`config.mk`:
```
export PLATFORM = sky130hd
export DESIGN_NAME = enc66_encoder
export DESIGN_NICKNAME = d
export VERILOG_FILES = /design/src/rtl/enc66_pkg.sv /design/src/rtl/enc66_lane_class.sv /design/src/rtl/enc66_term_pack.sv /design/src/rtl/enc66_block_sel.sv /design/src/rtl/enc66_encoder.sv
export SDC_FILE = /design/constraint.sdc
export NUM_CORES = 1
export LEC_CHECK = 0
export ABC_AREA = 0
export BUFFER_PORTS_ARGS = -buffer_cell sky130_fd_sc_hd__buf_2
export CAP_MARGIN = 20
export CORE_ASPECT_RATIO = 1.2
export CORE_UTILIZATION = 47
export DETAILED_ROUTE_END_ITERATION = 8
export GPL_ROUTABILITY_DRIVEN = 0
export GPL_TIMING_DRIVEN = 1
export PLACE_DENSITY = 0.77
export SLEW_MARGIN = 15
export SYNTH_ARGS = -nofsm -noshare
export SYNTH_HDL_FRONTEND = slang
export SYNTH_SLANG_ARGS = --single-unit
```
`constraint.sdc`:
```
create_clock -name clk_i -period 1 [get_ports clk_i]
set_clock_uncertainty 0.2 [all_clocks]
set_input_delay 0 -clock clk_i [delete_from_list [all_inputs] [get_ports clk_i]]
set_output_delay 0 -clock clk_i [all_outputs]
set_load 0.01 [all_outputs]
```
`src/rtl/enc66_pkg.sv`:
```
package enc66_pkg;
  localparam int LANES   = 8;
  localparam int BYTE_W  = 8;
  localparam int CODE_W  = 7;
  localparam int OCODE_W = 4;
  localparam int BLK_W   = LANES * BYTE_W;
  localparam int CODES_W = LANES * CODE_W;

  localparam logic [1:0] SYNC_DATA = 2'b01;
  localparam logic [1:0] SYNC_CTRL = 2'b10;

  // lane characters
  localparam logic [7:0] XC_IDLE  = 8'h07;
  localparam logic [7:0] XC_START = 8'hFB;
  localparam logic [7:0] XC_TERM  = 8'hFD;
  localparam logic [7:0] XC_SEQ   = 8'h9C;
  localparam logic [7:0] XC_SIG   = 8'h5C;

  // line codes
  localparam logic [CODE_W-1:0]  LC_IDLE  = 7'h00;
  localparam logic [CODE_W-1:0]  LC_ERROR = 7'h1E;
  localparam logic [OCODE_W-1:0] OC_SEQ   = 4'h0;
  localparam logic [OCODE_W-1:0] OC_SIG   = 4'hF;

  // block types
  localparam logic [7:0] BT_CTRL   = 8'h1E;
  localparam logic [7:0] BT_S0     = 8'h78;
  localparam logic [7:0] BT_S4     = 8'h33;
  localparam logic [7:0] BT_OS_S4  = 8'h66;
  localparam logic [7:0] BT_OS_OS  = 8'h55;
  localparam logic [7:0] BT_OS0    = 8'h4B;
  localparam logic [7:0] BT_OS4    = 8'h2D;

  function automatic logic [7:0] term_type(input int k);
    case (k)
      0:       return 8'h87;
      1:       return 8'h99;
      2:       return 8'hAA;
      3:       return 8'hB4;
      4:       return 8'hCC;
      5:       return 8'hD2;
      6:       return 8'hE1;
      default: return 8'hFF;
    endcase
  endfunction

  function automatic logic [CODE_W-1:0] map_code(input logic [7:0] ch);
    return (ch == XC_IDLE) ? LC_IDLE : LC_ERROR;
  endfunction
endpackage

```
`src/rtl/enc66_lane_class.sv`:
```
module enc66_lane_class
  import enc66_pkg::*;
#(
  parameter int NL = LANES
) (
  input  logic [NL*BYTE_W-1:0]            d_i,
  input  logic [NL-1:0]                   c_i,
  output logic [NL-1:0]                   start_o,
  output logic [NL-1:0]                   term_o,
  output logic [NL-1:0]                   os_o,
  output logic [NL-1:0][OCODE_W-1:0]      ocode_o,
  output logic [NL-1:0][CODE_W-1:0]       code_o
);
  for (genvar l = 0; l < NL; l++) begin : g_lane
    logic [BYTE_W-1:0] ch;
    assign ch         = d_i[l*BYTE_W +: BYTE_W];
    assign start_o[l] = c_i[l] && (ch == XC_START);
    assign term_o[l]  = c_i[l] && (ch == XC_TERM);
    assign os_o[l]    = c_i[l] && ((ch == XC_SEQ) || (ch == XC_SIG));
    assign ocode_o[l] = (ch == XC_SIG) ? OC_SIG : OC_SEQ;
    assign code_o[l]  = map_code(ch);
  end
endmodule

```
`src/rtl/enc66_term_pack.sv`:
```
module enc66_term_pack
  import enc66_pkg::*;
#(
  parameter int NL = LANES
) (
  input  logic [(NL-1)*BYTE_W-1:0]        d_i,
  input  logic [NL-1:0]                   c_i,
  input  logic [NL-1:0]                   term_i,
  input  logic [NL-1:1][CODE_W-1:0]       code_i,
  output logic [NL-1:0]                   hit_o,
  output logic [NL-1:0][NL*BYTE_W-1:0]    blk_o
);
  // one candidate block per terminate position
  for (genvar k = 0; k < NL; k++) begin : g_term
    logic                 hit;
    logic [NL*BYTE_W-1:0] blk;
    always_comb begin
      hit       = term_i[k];
      blk       = '0;
      blk[7:0]  = term_type(k);
      for (int i = 0; i < NL - 1; i++) begin
        if (i < k) begin
          hit = hit & ~c_i[i];
          blk[BYTE_W*(i+1) +: BYTE_W] = d_i[BYTE_W*i +: BYTE_W];
        end
      end
      for (int i = 1; i < NL; i++) begin
        if (i > k) begin
          hit = hit & c_i[i];
          blk[8 + CODE_W*i +: CODE_W] = code_i[i];
        end
      end
    end
    assign hit_o[k] = hit;
    assign blk_o[k] = blk;
  end
endmodule

```
`src/rtl/enc66_block_sel.sv`:
```
module enc66_block_sel
  import enc66_pkg::*;
(
  input  logic [BLK_W-1:0]               d_i,
  input  logic [LANES-1:0]               c_i,
  input  logic                           start0_i,
  input  logic                           start4_i,
  input  logic                           os0_i,
  input  logic                           os4_i,
  input  logic [OCODE_W-1:0]             ocode0_i,
  input  logic [OCODE_W-1:0]             ocode4_i,
  input  logic [LANES-1:0][CODE_W-1:0]   code_i,
  input  logic [LANES-1:0]               term_hit_i,
  input  logic [LANES-1:0][BLK_W-1:0]    term_blk_i,
  output logic [1:0]                     hdr_o,
  output logic [BLK_W-1:0]               blk_o
);
  logic s0_hit, s4_base, os0_dat, os4_dat;
  logic ossa_hit, s4_hit, osos_hit, os0_hit, os4_hit;

  assign s0_hit   = start0_i && (c_i[7:1] == '0);
  assign s4_base  = start4_i && (c_i[7:5] == '0);
  assign os0_dat  = os0_i && (c_i[3:1] == '0);
  assign os4_dat  = os4_i && (c_i[7:5] == '0);
  assign ossa_hit = s4_base && os0_dat;
  assign s4_hit   = s4_base && !os0_dat && (&c_i[3:0]);
  assign osos_hit = os0_dat && os4_dat;
  assign os0_hit  = os0_dat && !os4_dat && (&c_i[7:4]);
  assign os4_hit  = os4_dat && !os0_dat && (&c_i[3:0]);

  always_comb begin
    hdr_o = SYNC_CTRL;
    blk_o = {{LANES{LC_ERROR}}, BT_CTRL};
    if (c_i == '0) begin
      hdr_o = SYNC_DATA;
      blk_o = d_i;
    end else if (s0_hit) begin
      blk_o = {d_i[63:8], BT_S0};
    end else if (ossa_hit) begin
      blk_o = {d_i[63:40], 4'h0, ocode0_i, d_i[31:8], BT_OS_S4};
    end else if (s4_hit) begin
      blk_o = {d_i[63:40], 4'h0, code_i[3:0], BT_S4};
    end else if (osos_hit) begin
      blk_o = {d_i[63:40], ocode4_i, ocode0_i, d_i[31:8], BT_OS_OS};
    end else if (os0_hit) begin
      blk_o = {code_i[7:4], ocode0_i, d_i[31:8], BT_OS0};
    end else if (os4_hit) begin
      blk_o = {d_i[63:40], ocode4_i, code_i[3:0], BT_OS4};
    end else if (|term_hit_i) begin
      for (int k = 0; k < LANES; k++) begin
        if (term_hit_i[k]) blk_o = term_blk_i[k];
      end
    end else if (&c_i) begin
      blk_o = {code_i, BT_CTRL};
    end
  end
endmodule

```
`src/rtl/enc66_encoder.sv`:
```
module enc66_encoder
  import enc66_pkg::*;
(
  input  logic             clk_i,
  input  logic             rst_ni,
  input  logic             en_i,
  input  logic [BLK_W-1:0] txd_i,
  input  logic [LANES-1:0] txc_i,
  output logic [BLK_W-1:0] blk_o,
  output logic [1:0]       hdr_o
);
  logic [LANES-1:0]              start_v, term_v, os_v;
  logic [LANES-1:0][OCODE_W-1:0] ocode_v;
  logic [LANES-1:0][CODE_W-1:0]  code_v;
  logic [LANES-1:0]              term_hit;
  logic [LANES-1:0][BLK_W-1:0]   term_blk;
  logic [1:0]                    hdr_d;
  logic [BLK_W-1:0]              blk_d;
  logic                          unused_cls;

  assign unused_cls = ^{start_v[7:5], start_v[3:1], os_v[7:5], os_v[3:1],
                        ocode_v[7:5], ocode_v[3:1]};

  enc66_lane_class #(.NL(LANES)) u_class (
    .d_i     (txd_i),
    .c_i     (txc_i),
    .start_o (start_v),
    .term_o  (term_v),
    .os_o    (os_v),
    .ocode_o (ocode_v),
    .code_o  (code_v)
  );

  enc66_term_pack #(.NL(LANES)) u_term (
    .d_i    (txd_i[(LANES-1)*BYTE_W-1:0]),
    .c_i    (txc_i),
    .term_i (term_v),
    .code_i (code_v[LANES-1:1]),
    .hit_o  (term_hit),
    .blk_o  (term_blk)
  );

  enc66_block_sel u_sel (
    .d_i        (txd_i),
    .c_i        (txc_i),
    .start0_i   (start_v[0]),
    .start4_i   (start_v[4]),
    .os0_i      (os_v[0]),
    .os4_i      (os_v[4]),
    .ocode0_i   (ocode_v[0]),
    .ocode4_i   (ocode_v[4]),
    .code_i     (code_v),
    .term_hit_i (term_hit),
    .term_blk_i (term_blk),
    .hdr_o      (hdr_d),
    .blk_o      (blk_d)
  );

  always_ff @(posedge clk_i or negedge rst_ni) begin
    if (!rst_ni) begin
      hdr_o <= SYNC_CTRL;
      blk_o <= {{(BLK_W-8){1'b0}}, BT_CTRL};
    end else if (en_i) begin
      hdr_o <= hdr_d;
      blk_o <= blk_d;
    end
  end

  p_data_pass_r2: assert property (@(posedge clk_i) disable iff (!rst_ni)
    (en_i && txc_i == '0) |=> (hdr_o == SYNC_DATA && blk_o == $past(txd_i)));

  p_ctrl_hdr_r3: assert property (@(posedge clk_i) disable iff (!rst_ni)
    (en_i && txc_i != '0) |=> (hdr_o == SYNC_CTRL));

  p_hdr_legal_r3: assert property (@(posedge clk_i) disable iff (!rst_ni)
    (hdr_o == SYNC_DATA) || (hdr_o == SYNC_CTRL));

  p_err_chars_r4: assert property (@(posedge clk_i) disable iff (!rst_ni)
    (en_i && (&txc_i) && txd_i == {LANES{8'hFE}})
    |=> (blk_o == {{LANES{LC_ERROR}}, BT_CTRL}));

  p_start0_r5: assert property (@(posedge clk_i) disable iff (!rst_ni)
    (en_i && txc_i == 8'h01 && txd_i[7:0] == XC_START)
    |=> (blk_o[7:0] == BT_S0 && blk_o[63:8] == $past(txd_i[63:8])));

  p_hold_r10: assert property (@(posedge clk_i) disable iff (!rst_ni)
    !en_i |=> ($stable(hdr_o) && $stable(blk_o)));
endmodule

```
==> impl_results.md, run 1 <==
* Syn_area_per_cell at 8.08 um2
* Row count at 38
* Overflow after GRT at 163
* CTS H-tree depth at 3
* Synthesized Nets at 614
* Cell Area, Synth at 4360 um2
* Die width at 89.9 um
* Sequential-to-total area share from yosys stat at 0.381
* Fail Step: global routing
* Port-buffer cells at 140
* CTS buffer count at 9
* Synth async-reset ratio at 1.00
* Worst EP Category: register input
* CTS Sinks at 66
* EDFF count, synth at 0
* Maximum clock insertion buffer count at 2
* Most used DFF post-synth: dfrtp_1
* Die H at 107 um
* Initial cell density of the core at 0.482
* Post-GRT worst EP: blk_o[32]$_DFFE_PN0P_/D
* Outcome: stopped before the end
* Synth warnings at 0
* Post-synthesis register bit count at 66
* First Err: [ERROR GRT-0232] Routing congestion too high. Check the congestion heatmap in the GUI.
* Synth cell types at 62
* I/O pin cnt at 141
* Total Routing Usage GR at 0.746
* Largest net degree at the start of global routing at 50
* Post-DP HPWL at 14,400 um
* Synthesized instance count at 539
* Root Driver: clkbuf_8
## synthesized netlist by cell type, types with 5 or more instances
library cell | n | area (um2)
dfstp_2 | 5 | 131
a31oi_1 | 15 | 93.8
nor3_1 | 6 | 30.0
a21oi_1 | 48 | 240
or2_2 | 5 | 31.3
nand2_1 | 51 | 191
and4_1 | 5 | 43.8
and3_1 | 5 | 31.3
o21a_1 | 8 | 60.1
nand4b_1 | 7 | 61.3
nor4_1 | 11 | 68.8
nor2_1 | 78 | 293
o21ai_0 | 36 | 180
o21ai_1 | 9 | 45.0
clkbuf_1 | 19 | 71.3
nand3_1 | 14 | 70.1
and2_1 | 9 | 56.3
buf_2 | 5 | 25.0
a22oi_1 | 32 | 240
nor2b_1 | 10 | 62.6
dfrtp_1 | 61 | 1530
nand4_1 | 20 | 125
inv_1 | 10 | 37.5
## layer usage
layer | global-route usage | overflow
met5 | 0 | 0
met3 | 0.465 | 0
met2 | 1.01 | 101
met4 | 0.895 | 62
met1 | 0.711 | 0
## cells by family after synthesis
logic type	count (synthesis)	synth area share
multiplexers	3	0.00776
buffers and inverters	37	0.0350
XOR/XNOR	2	0.00402
AND/OR/NAND/NOR	250	0.306
AO/OA/AOI/OAI	181	0.266
flip-flops	66	0.381
## repair_timing
action / CTS
cloned: 2
buffers inserted: 32
hold endpoints to repair: 130
setup endpoints to repair: 132
gates resized for setup: 93
hold buffers: 22
pin swaps: 35
## stage by stage
step	hold slack, ns	std cells	setup slack [ns]	TNS (ns)	cell area, um2
CTS	-0.220	1016	-0.978	-60.50	7650
detailed placement	-0.217	944	-1.47	-87.66	6560
global placement	-0.227	944	-1.52	-90.47	6560
floorplan	-0.496	539	-1.26	-66.53	4490
==> run 2: changes to the inputs <==
- CORE_ASPECT_RATIO: 1.2 -> unset
- CORE_UTILIZATION: 47 -> 40
- PLACE_DENSITY: 0.77 -> unset
- PLACE_DENSITY_LB_ADDON: unset -> 0.15
- clock period: 1 -> 1.3 ns (I/O delays scaled with it)
==> run 2 against run 1 <==
The flow now finishes, with violations (hold timing, setup timing). Synthesized cell count unchanged. Area after synthesis unchanged.
==> impl_results.md, run 2 <==
* Count leader, synth: nor2_1
* Initial cell density of the core at 0.416 (-0.0658)
* Die footprint at 11,300 um2
* Vias in the first global route at 6,518
* Cell Area, Synth at 4360 um2 (unchanged)
* CTS tree: done
* Placed inst area at 6510 um2 (-0.72%)
* Cell taking the most area after synthesis: dfrtp_1
* Critical path endpoint category: register
* DR iter-0 viols at 1,037
* Area Growth Syn to Fin at 90.5%
* Die H at 106 um (-1.0%)
* R2R setup slack at 0.21 ns
* Period minus WS final at 2.34 ns
* Register name with the most flops: blk_o
* Sequential cell area at 1660 um2
* Share of post-route cells with drive strength above 1 at 0.511
* DRC at 0
* CTS buffer count at 9 (unchanged)
* CP most frequent cell: buf_4
* Final setup violation count at 66
* Biggest regs: blk_o x64, hdr_o x2
* CP peak stage delay at 0.56 ns
* Most used DFF post-synth: dfrtp_1
* CP required at 1.39 ns
* Reg2reg path depth at 2
* Wire length per cell at 23.1 um
* Syn_area_per_cell at 8.08 um2 (unchanged)
* Reg-to-Reg End: blk_o[19]
* Worst-margin pin slew at 0.774 ns
* Hold crit path type: in -> async
* Post-Place Worst Slack at -1.06 ns (+0.416 ns)
* Final WL at 24,700 um
* Maximum clock insertion buffer count at 2 (unchanged)
* Max Cap Violations at 0
* Port-buffer cells at 140 (unchanged)
* Setup TNS at -39.11 ns
* Post-DP HPWL at 13,800 um (-3.9%)
* Crit-path cells: buf_2, buf_4, nand4_1, nor4_1, o21ai_2, buf_4, nand2_1, o21ai_0, a221oi_2, a211oi_1, nor2_1
* Root Driver: clkbuf_8
* Overflow after GRT at 0
* Synthesized instance count at 539 (unchanged)
* WS Path Type: in -> reg
* Fmax at 427 MHz
* Synth Area in Simple Gates at 0.306 (unchanged)
* Final Cycle Share at 1.80
* Initial antenna violation count at 0
* Largest register FFs at 64
* Synth cell types at 62 (unchanged)
* Synth cell count leaders: 78 x nor2_1, 61 x dfrtp_1, 51 x nand2_1, 48 x a21oi_1, 36 x o21ai_0
* CTS Sinks at 66 (unchanged)
* EDFF count, synth at 0 (unchanged)
* Fraction of synthesized area in multiplexers at 0.00776 (unchanged)
* Routed length on met1 at 8920 um
* Worst skew pair latency at 0.36 ns
* Synth area leaders: dfrtp_1 35%, nor2_1 6.7%, a21oi_1 5.5%
* CTS H-tree depth at 3 (unchanged)
* Met2 Routed Length at 10,600 um
* Pwr/cell area at 652 nW/um2
* Vias at 6,917
* Synth warnings at 0 (unchanged)
* Post-layout instance area at 8300 um2
* Largest family of logic cells by synthesized area: simple AND/OR/NAND/NOR gates
* Footprint of the multi-input gates at 3210 um2
* Synth async-reset ratio at 1.00 (unchanged)
* CP arrival at 2.43 ns
* Total Routing Usage GR at 0.379
* Core footprint at 10,500 um2
* Die width at 106 um (+18%)
* Nets at 1,002
* P_leak at 3.64 nW
* Row count at 37 (-2.6%)
* FILL cells at 615
* RSZ-0062 raised after global routing: true
* # diodes at 0
* Vias per cell at 6.48
* Sequential-to-total area share from yosys stat at 0.381 (unchanged)
* Failing checks: hold timing, setup timing
* Final Power at 5.41 mW
* Post-synthesis register bit count at 66 (unchanged)
* I/O pin cnt at 141 (unchanged)
* Top Family by Delay on Critical Path: compound AO/OA/AOI/OAI gates
* Final ANT Viol Nets at 0
* CP Max Fanout at 6
* Most frequent cells in the layout: 163 x buf_4, 135 x buf_2, 76 x nor2_1, 70 x dlygate4sd3_1, 61 x dfrtp_1
* Peak supply drop at 492 uV
* Clock Pin Slew Worst Setup and Hold Paths at 0.09 ns
* Critical path's slowest cell: nor4_1
* Xor and xnor area share after synthesis at 0.00402 (unchanged)
* Adder-cell share of the synthesized area at 0 (unchanged)
* Commonest non-fill, non-tap cell in the layout: buf_4
* Slew Limit Fails at 0
* WP buf/inv at 3
* Largest net degree at the start of global routing at 77
* Final hold violation count at 30
* Outcome: complete, but fails checks
* Compound-Gate Fraction of Synth Area at 0.266 (unchanged)
* RR Startpoint: blk_o[19]
* Final hold slack at -0.0209 ns
* Final worst setup slack at -1.04 ns
* Max layer used: met4
* Top cell type's share of synthesized area at 0.350 (unchanged)
* Drt pass-1 iters at 6
* Met3 wire len at 3020 um
* First-pass GRT wire length at 33,100 um
* CP Launch Type: primary input
* Slew HR at 0.479
* Synthesized Nets at 614 (unchanged)
-- run 2: cell counts after synthesis --
No cell type changed its count.
-- run 2: how the worst max path moves through the flow --
stage | to | slack, ns | cells after the start | from
global route | blk_o[51] | -0.94 | 9 | txc_i[1]
detailed placement | blk_o[13] | -1.06 | 10 | txc_i[1]
floorplan | blk_o[17] | -0.96 | 9 | txc_i[0]
global placement | blk_o[31] | -1.02 | 8 | txc_i[0]
finish | blk_o[52] | -1.04 | 11 | txc_i[7]
CTS | blk_o[19] | -0.62 | 8 | txc_i[1]
-- run 2: cell type report --
cell class | count | share of cell area
Sequential cell | 66 | 0.200
Timing Repair Buffer | 400 | 0.361
Inverter | 10 | 0.00452
Clock buffer | 10 | 0.0154
Tap cell | 136 | 0.0205
Clock inverter | 6 | 0.0110
Multi-Input combinational cell | 440 | 0.387
-- run 2: cell families after synthesis --
family / count (synthesis)
xor+xnor: 2
mux: 3
buf+inv: 37
flops: 66
compound gates: 181
simple gates: 250
-- run 2: through the flow --
stage / util / std cells
global route: 0.793 / 1068
detailed placement: 0.623 / 956
global placement: 0.623 / 956
CTS: 0.763 / 1057
floorplan: - / 539
finish: 0.793 / 1068
-- run 2: worst register-to-register path, cell delays in order (launching register included) --
cell and delay [ns]:
dfrtp_1 0.40, o21ai_0 0.32, a21oi_2 0.05
-- run 2: metal layers --
| metal | vias up | track usage |
|---|---|---|
| met3 | 254 | 0.105 |
| li1 | 2817 | - |
| met4 | 0 | 0.213 |
| met5 | - | 0 |
| met1 | 3179 | 0.466 |
| met2 | 667 | 0.595 |
-- run 2: power by group --
part / total [mW] / leakage, nW / switching [mW] / internal [mW]
Combinational: 1.23 / 2.82 / 0.631 / 0.594
Sequential: 2.17 / 0.709 / 0.0400 / 2.13
Clock: 2.02 / 0.110 / 0.929 / 1.09
Total: 5.41 / 3.64 / 1.60 / 3.81
-- run 2: what timing repair did --
action	in CTS	in global routing
gates cloned	4	0
hold buffers	70	0
endpoints found under the hold margin	129	0
resized for setup	97	54
buffers inserted	12	13
pin swaps	60	42
endpoints found under the setup margin	66	65
No activity file was read; power rests on OpenSTA's default activity.
